### config.mk
export PLATFORM = sky130hd
export DESIGN_NAME = irql_latch
export DESIGN_NICKNAME = d
export VERILOG_FILES = /design/src/rtl/irql_pkg.sv /design/src/rtl/irql_line_cell.sv /design/src/rtl/irql_ack_decode.sv /design/src/rtl/irql_mode_reg.sv /design/src/rtl/irql_latch.sv
export SDC_FILE = /design/constraint.sdc
export NUM_CORES = 1
export LEC_CHECK = 0
export BUFFER_PORTS_ARGS = -buffer_cell sky130_fd_sc_hd__buf_2
export CORE_UTILIZATION = 46
export CTS_CLUSTER_SIZE = 28
export DETAILED_ROUTE_END_ITERATION = 10
export PLACE_DENSITY = 0.77
export SLEW_MARGIN = 20
export SYNTH_ARGS = -nofsm -noshare
export SYNTH_HDL_FRONTEND = slang
export SYNTH_SLANG_ARGS = --single-unit
### constraint.sdc
create_clock -name clk -period 0.9 [get_ports clk]
set_input_delay 0.045 -clock clk [delete_from_list [all_inputs] [get_ports clk]]
set_output_delay 0.045 -clock clk [all_outputs]
set_load 0.01 [all_outputs]
### src/rtl/irql_pkg.sv
package irql_pkg;
    typedef enum logic {
        PIN_LOW  = 1'b0,
        PIN_HIGH = 1'b1
    } pin_state_t;
endpackage

### src/rtl/irql_line_cell.sv
module irql_line_cell
    import irql_pkg::*;
(
    input  logic clk,
    input  logic rst_n,
    input  logic pin_i,
    input  logic level_mode_i,
    input  logic ack_hit_i,
    output logic req_o
);
    pin_state_t state_q;
    pin_state_t state_d;
    logic       rise;

    // next previous-level state is simply the sampled pin
    always_comb begin
        state_d = pin_i ? PIN_HIGH : PIN_LOW;
        rise    = 1'b0;
        unique case (state_q)
            PIN_LOW:  rise = pin_i;
            PIN_HIGH: rise = 1'b0;
        endcase
    end

    always_ff @(posedge clk or negedge rst_n) begin
        if (!rst_n) state_q <= PIN_LOW;
        else        state_q <= state_d;
    end

    // request output: level tracks pin; edge latches rise, ack clears (rise wins)
    always_ff @(posedge clk or negedge rst_n) begin
        if (!rst_n)            req_o <= 1'b0;
        else if (level_mode_i) req_o <= pin_i;
        else if (rise)         req_o <= 1'b1;
        else if (ack_hit_i)    req_o <= 1'b0;
    end
endmodule

### src/rtl/irql_ack_decode.sv
module irql_ack_decode #(
    parameter int NUM_LINES = 8,
    localparam int IDX_W = $clog2(NUM_LINES)
) (
    input  logic                 ack_valid,
    input  logic [IDX_W-1:0]     ack_line,
    output logic [NUM_LINES-1:0] ack_hit
);
    for (genvar g = 0; g < NUM_LINES; g++) begin : g_dec
        assign ack_hit[g] = ack_valid && (ack_line == IDX_W'(g));
    end
endmodule

### src/rtl/irql_mode_reg.sv
module irql_mode_reg #(
    parameter int NUM_LINES = 8,
    parameter logic [NUM_LINES-1:0] WRITABLE_MASK = '1
) (
    input  logic                 clk,
    input  logic                 rst_n,
    input  logic                 wr_en,
    input  logic [NUM_LINES-1:0] wr_data,
    output logic [NUM_LINES-1:0] mode_q
);
    always_ff @(posedge clk or negedge rst_n) begin
        if (!rst_n)     mode_q <= '0;
        else if (wr_en) mode_q <= wr_data & WRITABLE_MASK;
    end
endmodule

### src/rtl/irql_latch.sv
module irql_latch #(
    parameter int NUM_LINES = 8,
    parameter logic [NUM_LINES-1:0] WRITABLE_MASK = NUM_LINES'(8'hDE),
    localparam int IDX_W = $clog2(NUM_LINES)
) (
    input  logic                 clk,
    input  logic                 rst_n,
    input  logic [NUM_LINES-1:0] line_in,
    input  logic                 ack_valid,
    input  logic [IDX_W-1:0]     ack_line,
    input  logic                 mode_wr_en,
    input  logic [NUM_LINES-1:0] mode_wr_data,
    output logic [NUM_LINES-1:0] req_o,
    output logic [NUM_LINES-1:0] mode_o
);
    logic [NUM_LINES-1:0] ack_hit;

    irql_ack_decode #(.NUM_LINES(NUM_LINES)) u_dec (
        .ack_valid (ack_valid),
        .ack_line  (ack_line),
        .ack_hit   (ack_hit)
    );

    irql_mode_reg #(.NUM_LINES(NUM_LINES), .WRITABLE_MASK(WRITABLE_MASK)) u_mode (
        .clk     (clk),
        .rst_n   (rst_n),
        .wr_en   (mode_wr_en),
        .wr_data (mode_wr_data),
        .mode_q  (mode_o)
    );

    for (genvar g = 0; g < NUM_LINES; g++) begin : g_line
        irql_line_cell u_cell (
            .clk          (clk),
            .rst_n        (rst_n),
            .pin_i        (line_in[g]),
            .level_mode_i (mode_o[g]),
            .ack_hit_i    (ack_hit[g]),
            .req_o        (req_o[g])
        );
    end
endmodule

# Word-level counts from Yosys, hierarchy flattened
# Index checks and enable logic that the tools add are counted.
dict set report word_totals {
  word_cells 87
  ff_bits 22
  inputBits 23
  out_inout_bits 16
}
dict set report classes {
  mux 38
  eq_ne 7
  bitwise 8
  reduce_logical 17
}
# cell n
set ops {}
lappend ops {{$mux W1} 30}
lappend ops {{$reduce_bool A3 Y1} 6}
lappend ops {{$pmux W1 S2} 8}
lappend ops {{$eq A3 B3 Y1 const B} 4}
lappend ops {{$logic_and A1 B1 Y1} 8}
lappend ops {{$not A1 Y1} 8}
lappend ops {{$eq A3 B2 Y1 const B} 2}
lappend ops {{$reduce_bool A2 Y1} 2}
lappend ops {{$eq A3 B1 Y1 const B} 1}
lappend ops {{$logic_not A3 Y1} 1}

# Logic depth before layout (Yosys ltp)
# Gate-level depths: netlist (run 1).
dict set report depth {
  ltp_word 5
  ltp_mapped 3
  ltp_nobuf 2
}

# Modules after synthesis
# From an unflattened synthesis (run 1), not the netlist that was laid out.
dict set report hier_totals {
  cells_unflattened 64
  area_unflattened_um2 917.1
}
# mod area_per_inst_um2 instances seq_area_each_um2 cells_per_inst
set by_module_without_submodules {}
lappend by_module_without_submodules {irql_line_cell 68.8 8 50.0 5}
lappend by_module_without_submodules {irql_mode_reg 270.3 1 150.1 16}
lappend by_module_without_submodules {irql_ack_decode 96.3 1 0.0 8}

# Worst setup path after synthesis (run 1)
# Ideal clock, no wire load.
dict set report synth_timing {
  path_kind {reg-to-reg}
  from {reg u_mode.mode_q[1]}
  to {reg g_line[1].u_cell.req_o}
  setup_time_ns 0.121
  slack_ns 0.101
  arrival_ns 0.678
  path_buffers 0
  required_time_ns 0.779
  stages_incl_launch_ff 3
  synth_period_minus_slack_ns 0.799
  path_cell_list {dfrtp_1 -> nand2b_1 -> a32o_1}
}
dict set report synth_between {
  elab_chain_cells 1
  elab_cells_between_ends 2
  classes_between {mux: 1; reduce/logical: 1}
}
# element line_no
set synth_lines {}
lappend synth_lines {{from (decl)} irql_mode_reg.sv:9} ;# output logic [NUM_LINES-1:0] mode_q
lappend synth_lines {{from (signal assigned)} irql_mode_reg.sv:13} ;# else if (wr_en) mode_q <= wr_data & WRITABLE_MASK;
lappend synth_lines {{$reduce_bool A3 Y1 (no line) or $mux W1 (tied branches)} n/a}
lappend synth_lines {{to (signal assigned)} irql_line_cell.sv:33} ;# else if (level_mode_i) req_o <= pin_i;
lappend synth_lines {{to (decl)} irql_line_cell.sv:9} ;# output logic req_o
# Several ways; a longest one is shown, not always the timed one.
# A chain may end at the register's enable or synchronous reset.

# Final worst setup path (run 1)
dict set report layout_timing {
  from {reg u_mode.mode_q[7]}
  to {out mode_o[7]}
}
# element line_no
set layout_rtl {}
lappend layout_rtl {{to (decl)} irql_latch.sv:14} ;# output logic [NUM_LINES-1:0] mode_o
# No word-level cell between the ends.

==> flow_metrics.py, run 1 <==
metrics = {
    "logic_synthesis": {
        "synthMuxAreaShare_pct": 0,
        "yosys.area.top_type": "dfrtp_1",
        "synthXorXnorAreaFrac_pct": 0,
        "yosys.area_share.simple_pct": 14.2,
        "synth_area_um2": 953,
        "synthAdderAreaFrac_pct": 0,
        "synth_area_per_cell_um2": 11.5,
        "yosysWarningCount": 0,
        "synth_cell_types": 15,
        "synth.area.top_cells": "dfrtp_1 58%, buf_4 13%, a32o_1 6.3%",
        "syn_inst": 83,
        "ys_ff_latch": 22,
        "synth_compound_area_share_pct": 11.0,
        "yosysSeqAreaShare_pct": 57.7,
        "synth.top_cell.area_share_pct": 57.7,
        "synth_top_family_by_area": "buffers and inverters",
    },
    "worst_setup_path": {
        "critPathArrivalTime_ns": 0.87,
        "critPathKind": "reg2out",
        "start_kind": "register",
        "path_delay_family": "flip-flops",
        "critical_path.cell_chain": "buf_2",
        "reg2reg_depth": 2,
        "critical_path.max_stage_delay_ns": 0.42,
        "worstSetupPathDepth": 1,
        "path_max_fanout": 3,
        "end_kind": "output pin",
        "path_buf_inv": 1,
        "slowest_stage": "dfrtp_1",
        "critical_path_required_ns": 0.85,
    },
    "layout": {
        "instances_no_fill": 150,
        "layout_common_cells": "33 x buf_2, 22 x dfrtp_1, 15 x dlygate4sd3_1",
        "area_growth_syn_to_layout_pct": 32.0,
        "drive_gt1_share_pct": 34.1,
        "design_area_um2": 1260,
        "layout_commonest_cell": "buf_2",
        "diodes": 0,
        "final_nets": 147,
    },
    "floorplan": {
        "die-area_um2": 2260,
        "ios": 39,
        "rows": 16,
        "core_um2": 1960,
        "die_y_um": 47.5,
        "die_w_um": 47.5,
        "floorplan.initialDensity_pct": 48.6,
    },
    "routing": {
        "via_per_inst": 4.87,
        "ant_nets": 0,
        "vias": 730,
        "drc_errors": 1,
        "wire_per_inst_um": 12.6,
        "drt-total-wl_mm": 1.89,
        "drtPass1Iterations": 7,
        "drtIter0Drc": 3,
    },
    "cts": {
        "insertion_delay_ns": 0.30,
        "cts_buffers": 3,
        "tritoncts": "built",
        "cts_sinks": 22,
        "clockBufferDepth": 2,
        "ctsRootBufferMaster": "clkbuf_4",
        "clk_pin_slew_ns": 0.12,
        "htreeDepth": 1,
    },
    "sta": {
        "finClkSkew_ns": 0.000873,
        "finalCritPeriodShare_pct": 101,
        "period_minus_slack_ns": 0.912,
        "fmax_mhz": 1100,
        "rsz0062_at_grt": "yes",
        "finalSetupViolations": 5,
        "postLayoutSetupSlackWorst_ns": -0.0118,
        "drv_slew": 0,
        "hold-worst-slack_ns": 0.0869,
        "hold_viol": 0,
    },
    "grt": {
        "grt_usage_pct": 16.3,
        "grt_pass1_vias": 608,
        "antenna_found_initial": 0,
        "grt_overflow": 0,
        "grt_max_degree": 23,
        "grt_first_pass_wirelength_mm": 2.46,
    },
    "hold_path": {
        "hold_path_depth": 3,
        "min_path_type": "in2reg",
    },
    "placed_design": {
        "portBuffers": 34,
        "place_inst": 128,
        "gp_congestion": 0.697,
        "post_dp_cell_area_um2": 1040,
        "dpl.hpwl_mm": 1.11,
    },
    "status": {
        "outcome": "finished with violations",
        "violations": "design-rule violations, negative setup slack",
    },
    "pwr": {
        "finalPower_mw": 2.04,
        "power_density_nw_per_um2": 1620,
        "ir_worst_vdd_mv": 0.905,
        "leakage_nw": 0.610,
    },
    "job": {
        "drv_cap": 0,
    },
}
-- cell usage after synthesis --
library cell  count
a32o_1            6
nor4b_1           1
buf_4            16
a22o_1            1
o21ai_0           6
buf_2             1
nand4bb_1         3
nand2b_1          6
o22ai_1           1
nand4b_1          3
dfrtp_1          22
inv_1             9
conb_1            1
nand2_1           6
nand4_1           1
-- metrics by stage --
step	TNS, ns	utilization, %	setup WS [ns]
6_report	-0.0276	64.2	-0.0118
5_1_grt	-0.399	64.2	-0.0471
4_1_cts	-0.0309	62.3	-0.0107
3_5_place_dp	0	52.8	0.0598
3_3_place_gp	0	52.8	0.0728
2_1_floorplan	0	-	0.101
-- worst register-to-register path, stage by stage, from the launching register on --
cell,delay (ns)
dfrtp_1,0.42
nand2b_4,0.14
a32o_1,0.21
-- timing repair --
item	CTS	global route
cloned	0	0
setup buffers	0	3
hold buffers	15	0
resized for setup	0	2
hold endpoints to repair	43	0
endpoints found under the setup margin	6	15
-- flip-flops by register name (all words and copies together) (netlist names) --
signal and cells:
g_line.u_cell.req_o 8, g_line.u_cell.state_q 8, u_mode.mode_q 6
-- logic make-up (layout without fill, tap and decap cells) --
family          after synthesis  after routing
buf+inv                      26             65
simple gates                 20             20
compound gates               14             14
flops                        22             22
other cells                   1              2
-- power by group --
group          internal (mW)  switching (mW)
logic                  0.210           0.175
clock network          0.247           0.290
registers               1.07          0.0481
total                   1.53           0.513
-- cell type report --
type | instances | area [um^2]
sequential | 22 | 551
clock buffer | 4 | 36.3
multi-input combinational | 36 | 255
tap | 27 | 33.8
fill | 167 | 703
timing repair buffer | 52 | 349
inverter | 9 | 33.8
-- routing by layer --
metal,track usage [%],up-vias,share of wire (%)
met3,2.26,6,4.0
met1,18.4,351,43
li1,-,347,-
met2,28.8,26,51
met5,0,-,0
met4,10.3,0,2.0
-- worst paths after layout --
| check | start | end | slack (ns) |
|---|---|---|---|
| worst max-delay path | u_mode.mode_q[7] | mode_o[7] | -0.01 |
| worst min-delay path | mode_wr_en | u_mode.mode_q[2] | 0.09 |
| worst max register to register | u_mode.mode_q[7] | g_line[7].u_cell.req_o | 0.02 |
| worst min register to register | g_line[0].u_cell.state_q | g_line[0].u_cell.req_o | 0.44 |
| max in group asynchronous | rst_n | g_line[7].u_cell.req_o | 0.35 |
| min in group asynchronous | rst_n | g_line[6].u_cell.state_q | 0.23 |
Note: power is estimated with default switching activity, not from simulation.
==> run 2: changes to the inputs <==
--- a/config.mk
+++ b/config.mk
@@ -6,10 +6,12 @@
 export NUM_CORES = 1
 export LEC_CHECK = 0
 export BUFFER_PORTS_ARGS = -buffer_cell sky130_fd_sc_hd__buf_2
+export CORE_MARGIN = 4
 export CORE_UTILIZATION = 46
 export CTS_CLUSTER_SIZE = 28
 export DETAILED_ROUTE_END_ITERATION = 10
 export PLACE_DENSITY = 0.77
+export SKIP_CTS_REPAIR_TIMING = 1
 export SLEW_MARGIN = 20
 export SYNTH_ARGS = -nofsm -noshare
 export SYNTH_HDL_FRONTEND = slang
==> constraint.sdc (replaced) <==
create_clock -name clk -period 0.9 [get_ports clk]
set_input_delay 0.09 -clock clk [delete_from_list [all_inputs] [get_ports clk]]
set_output_delay 0.09 -clock clk [all_outputs]
set_load 0.01 [all_outputs]
==> run 2 against run 1 <==
The run ends with negative hold slack, negative setup slack left. Combinational power rose by 2%. Clock skew barely moved. Highest routed layer unchanged. Design area shrank 0.50%. Utilization down 0.32 points. Worst hold slack lost 0.11 ns. Clock-buffer cell count stayed put. Power up 1.0%. Cell count is the same. Critical path depth stayed put.
==> flow_metrics.py, run 2 (synthesis results as in run 1) <==
metrics = {
    "layout": {
        "area_growth_syn_to_layout_pct": 31.4,
        "nFillCells": 175,
        "drive_gt1_share_pct": 35.0,
        "diodes": 0,
        "layout_common_cells": "32 x buf_2, 22 x dfrtp_1, 13 x dlygate4sd3_1",
        "design_area_um2": 1250,
        "fin_util_pct": 63.8,
        "final_nets": 147,
        "biggestRegsByFlops": "g_line.u_cell.req_o x8, g_line.u_cell.state_q x8, u_mode.mode_q x6",
        "layout_commonest_cell": "buf_2",
    },
    "pwr": {
        "p_int_mw": 1.54,
        "switching_power_mw": 0.525,
        "power_frac_clock_pct": 26.7,
        "seqPwrFrac_pct": 54.2,
        "ir_worst_vdd_mv": 1.15,
        "switching_share_pct": 25.4,
        "finalPower_mw": 2.07,
        "leakage_nw": 0.609,
        "power_density_nw_per_um2": 1650,
        "pwr-share-comb_pct": 19.1,
    },
    "sta": {
        "drv_slew": 0,
        "finalSetupViolations": 14,
        "hold-worst-slack_ns": -0.0200,
        "hold_viol": 2,
        "finalCritPeriodShare_pct": 106,
        "rsz0062_at_grt": "yes",
        "postLayoutSetupSlackWorst_ns": -0.0571,
        "fmax_mhz": 1040,
        "period_minus_slack_ns": 0.957,
        "finClkSkew_ns": 0.000980,
    },
    "cts": {
        "insertion_delay_ns": 0.31,
        "tritoncts": "built",
        "clockBufferDepth": 2,
        "cts_buffers": 3,
        "clk_pin_slew_ns": 0.12,
        "htreeDepth": 1,
        "ctsRootBufferMaster": "clkbuf_4",
        "cts_sinks": 22,
    },
    "floorplan": {
        "die_w_um": 53.5,
        "ios": 39,
        "floorplan.initialDensity_pct": 48.6,
        "core_um2": 1960,
        "die_y_um": 53.5,
        "rows": 16,
        "die-area_um2": 2860,
    },
    "routing": {
        "wire_per_inst_um": 12.6,
        "drt-total-wl_mm": 1.89,
        "drtPass1Iterations": 5,
        "vias": 699,
        "via_per_inst": 4.66,
        "drtIter0Drc": 12,
        "ant_nets": 0,
        "drc_errors": 0,
    },
    "grt": {
        "antenna_found_initial": 0,
        "grt_max_degree": 23,
        "grt_overflow": 0,
        "grt_usage_pct": 12.8,
        "grt_pass1_vias": 572,
        "grt_first_pass_wirelength_mm": 2.50,
    },
    "status": {
        "violations": "negative hold slack, negative setup slack",
        "outcome": "finished with violations",
    },
    "worst_setup_path": {
        "slowest_stage": "dfrtp_1",
        "end_kind": "output pin",
        "critPathKind": "reg2out",
        "path_delay_family": "flip-flops",
        "path_buf_inv": 1,
        "critPathArrivalTime_ns": 0.87,
        "path_max_fanout": 3,
        "critical_path_required_ns": 0.81,
        "rrSetupSlack_ns": 0.02,
        "critical_path.cell_chain": "buf_2",
        "start_kind": "register",
        "critical_path.max_stage_delay_ns": 0.41,
    },
    "placed_design": {
        "gp_congestion": 0.618,
        "post_dp_cell_area_um2": 1040,
        "dpl.hpwl_mm": 1.25,
        "portBuffers": 34,
    },
    "hold_path": {
        "min_path_type": "in2reg",
    },
    "job": {
        "drv_cap": 0,
    },
}
## run 2: cell types whose count changed in the layout (fill, tap and decap cells not counted)
| cell | delta |
|---|---|
| dlygate4sd3_1 | -2 |
| nand2b_1 | +1 |
| nand2b_4 | -1 |
| buf_2 | -1 |
| buf_4 | +2 |
| buf_6 | +1 |
## run 2: stage by stage
stage	cells	setup TNS, ns	worst slack [ns]
finish	150	-0.585	-0.0571
global route	150	-1.12	-0.0959
CTS	132	-0.760	-0.0691
detailed placement	128	0	0.0281
global placement	128	0	0.0351
floorplan	84	0	0.101
## run 2: path summary, 6_finish.rpt
| kind | cells after the start | start | endpoint |
|---|---|---|---|
| min in group asynchronous | 2 | rst_n | u_mode.mode_q[7] |
| max in group asynchronous | 2 | rst_n | u_mode.mode_q[4] |
| hold / removal | 3 | mode_wr_data[7] | u_mode.mode_q[7] |
| setup / recovery | 1 | u_mode.mode_q[7] | mode_o[7] |
| setup reg to reg | 2 | u_mode.mode_q[1] | g_line[1].u_cell.req_o |
| hold reg to reg | 1 | g_line[0].u_cell.state_q | g_line[0].u_cell.req_o |
## run 2: area by class of cell
type	count	area (um^2)	area share [%]
Sequential cell	22	551	44.0
Timing Repair Buffer	52	350	28.0
Multi-Input combinational cell	36	248	19.8
Clock buffer	4	36.3	2.90
Inverter	9	33.8	2.70
Tap cell	27	33.8	2.70
## run 2: routing by layer
metal | vias up | track usage (%) | share of wire (%)
met1 | 320 | 17.2 | 43
met5 | - | 0 | 0
met3 | 5 | 3.94 | 8.0
li1 | 345 | - | -
met2 | 29 | 17.8 | 47
met4 | 0 | 7.66 | 1.7
## run 2: power by group through the flow
stage	Sequential, mW	Clock (mW)	Combinational, mW
global route	1.13	0.603	0.437
detailed placement	1.14	0	0.303
global placement	1.13	0	0.297
finish	1.12	0.551	0.394
floorplan	1.13	0	0.244
CTS	1.12	0.567	0.305
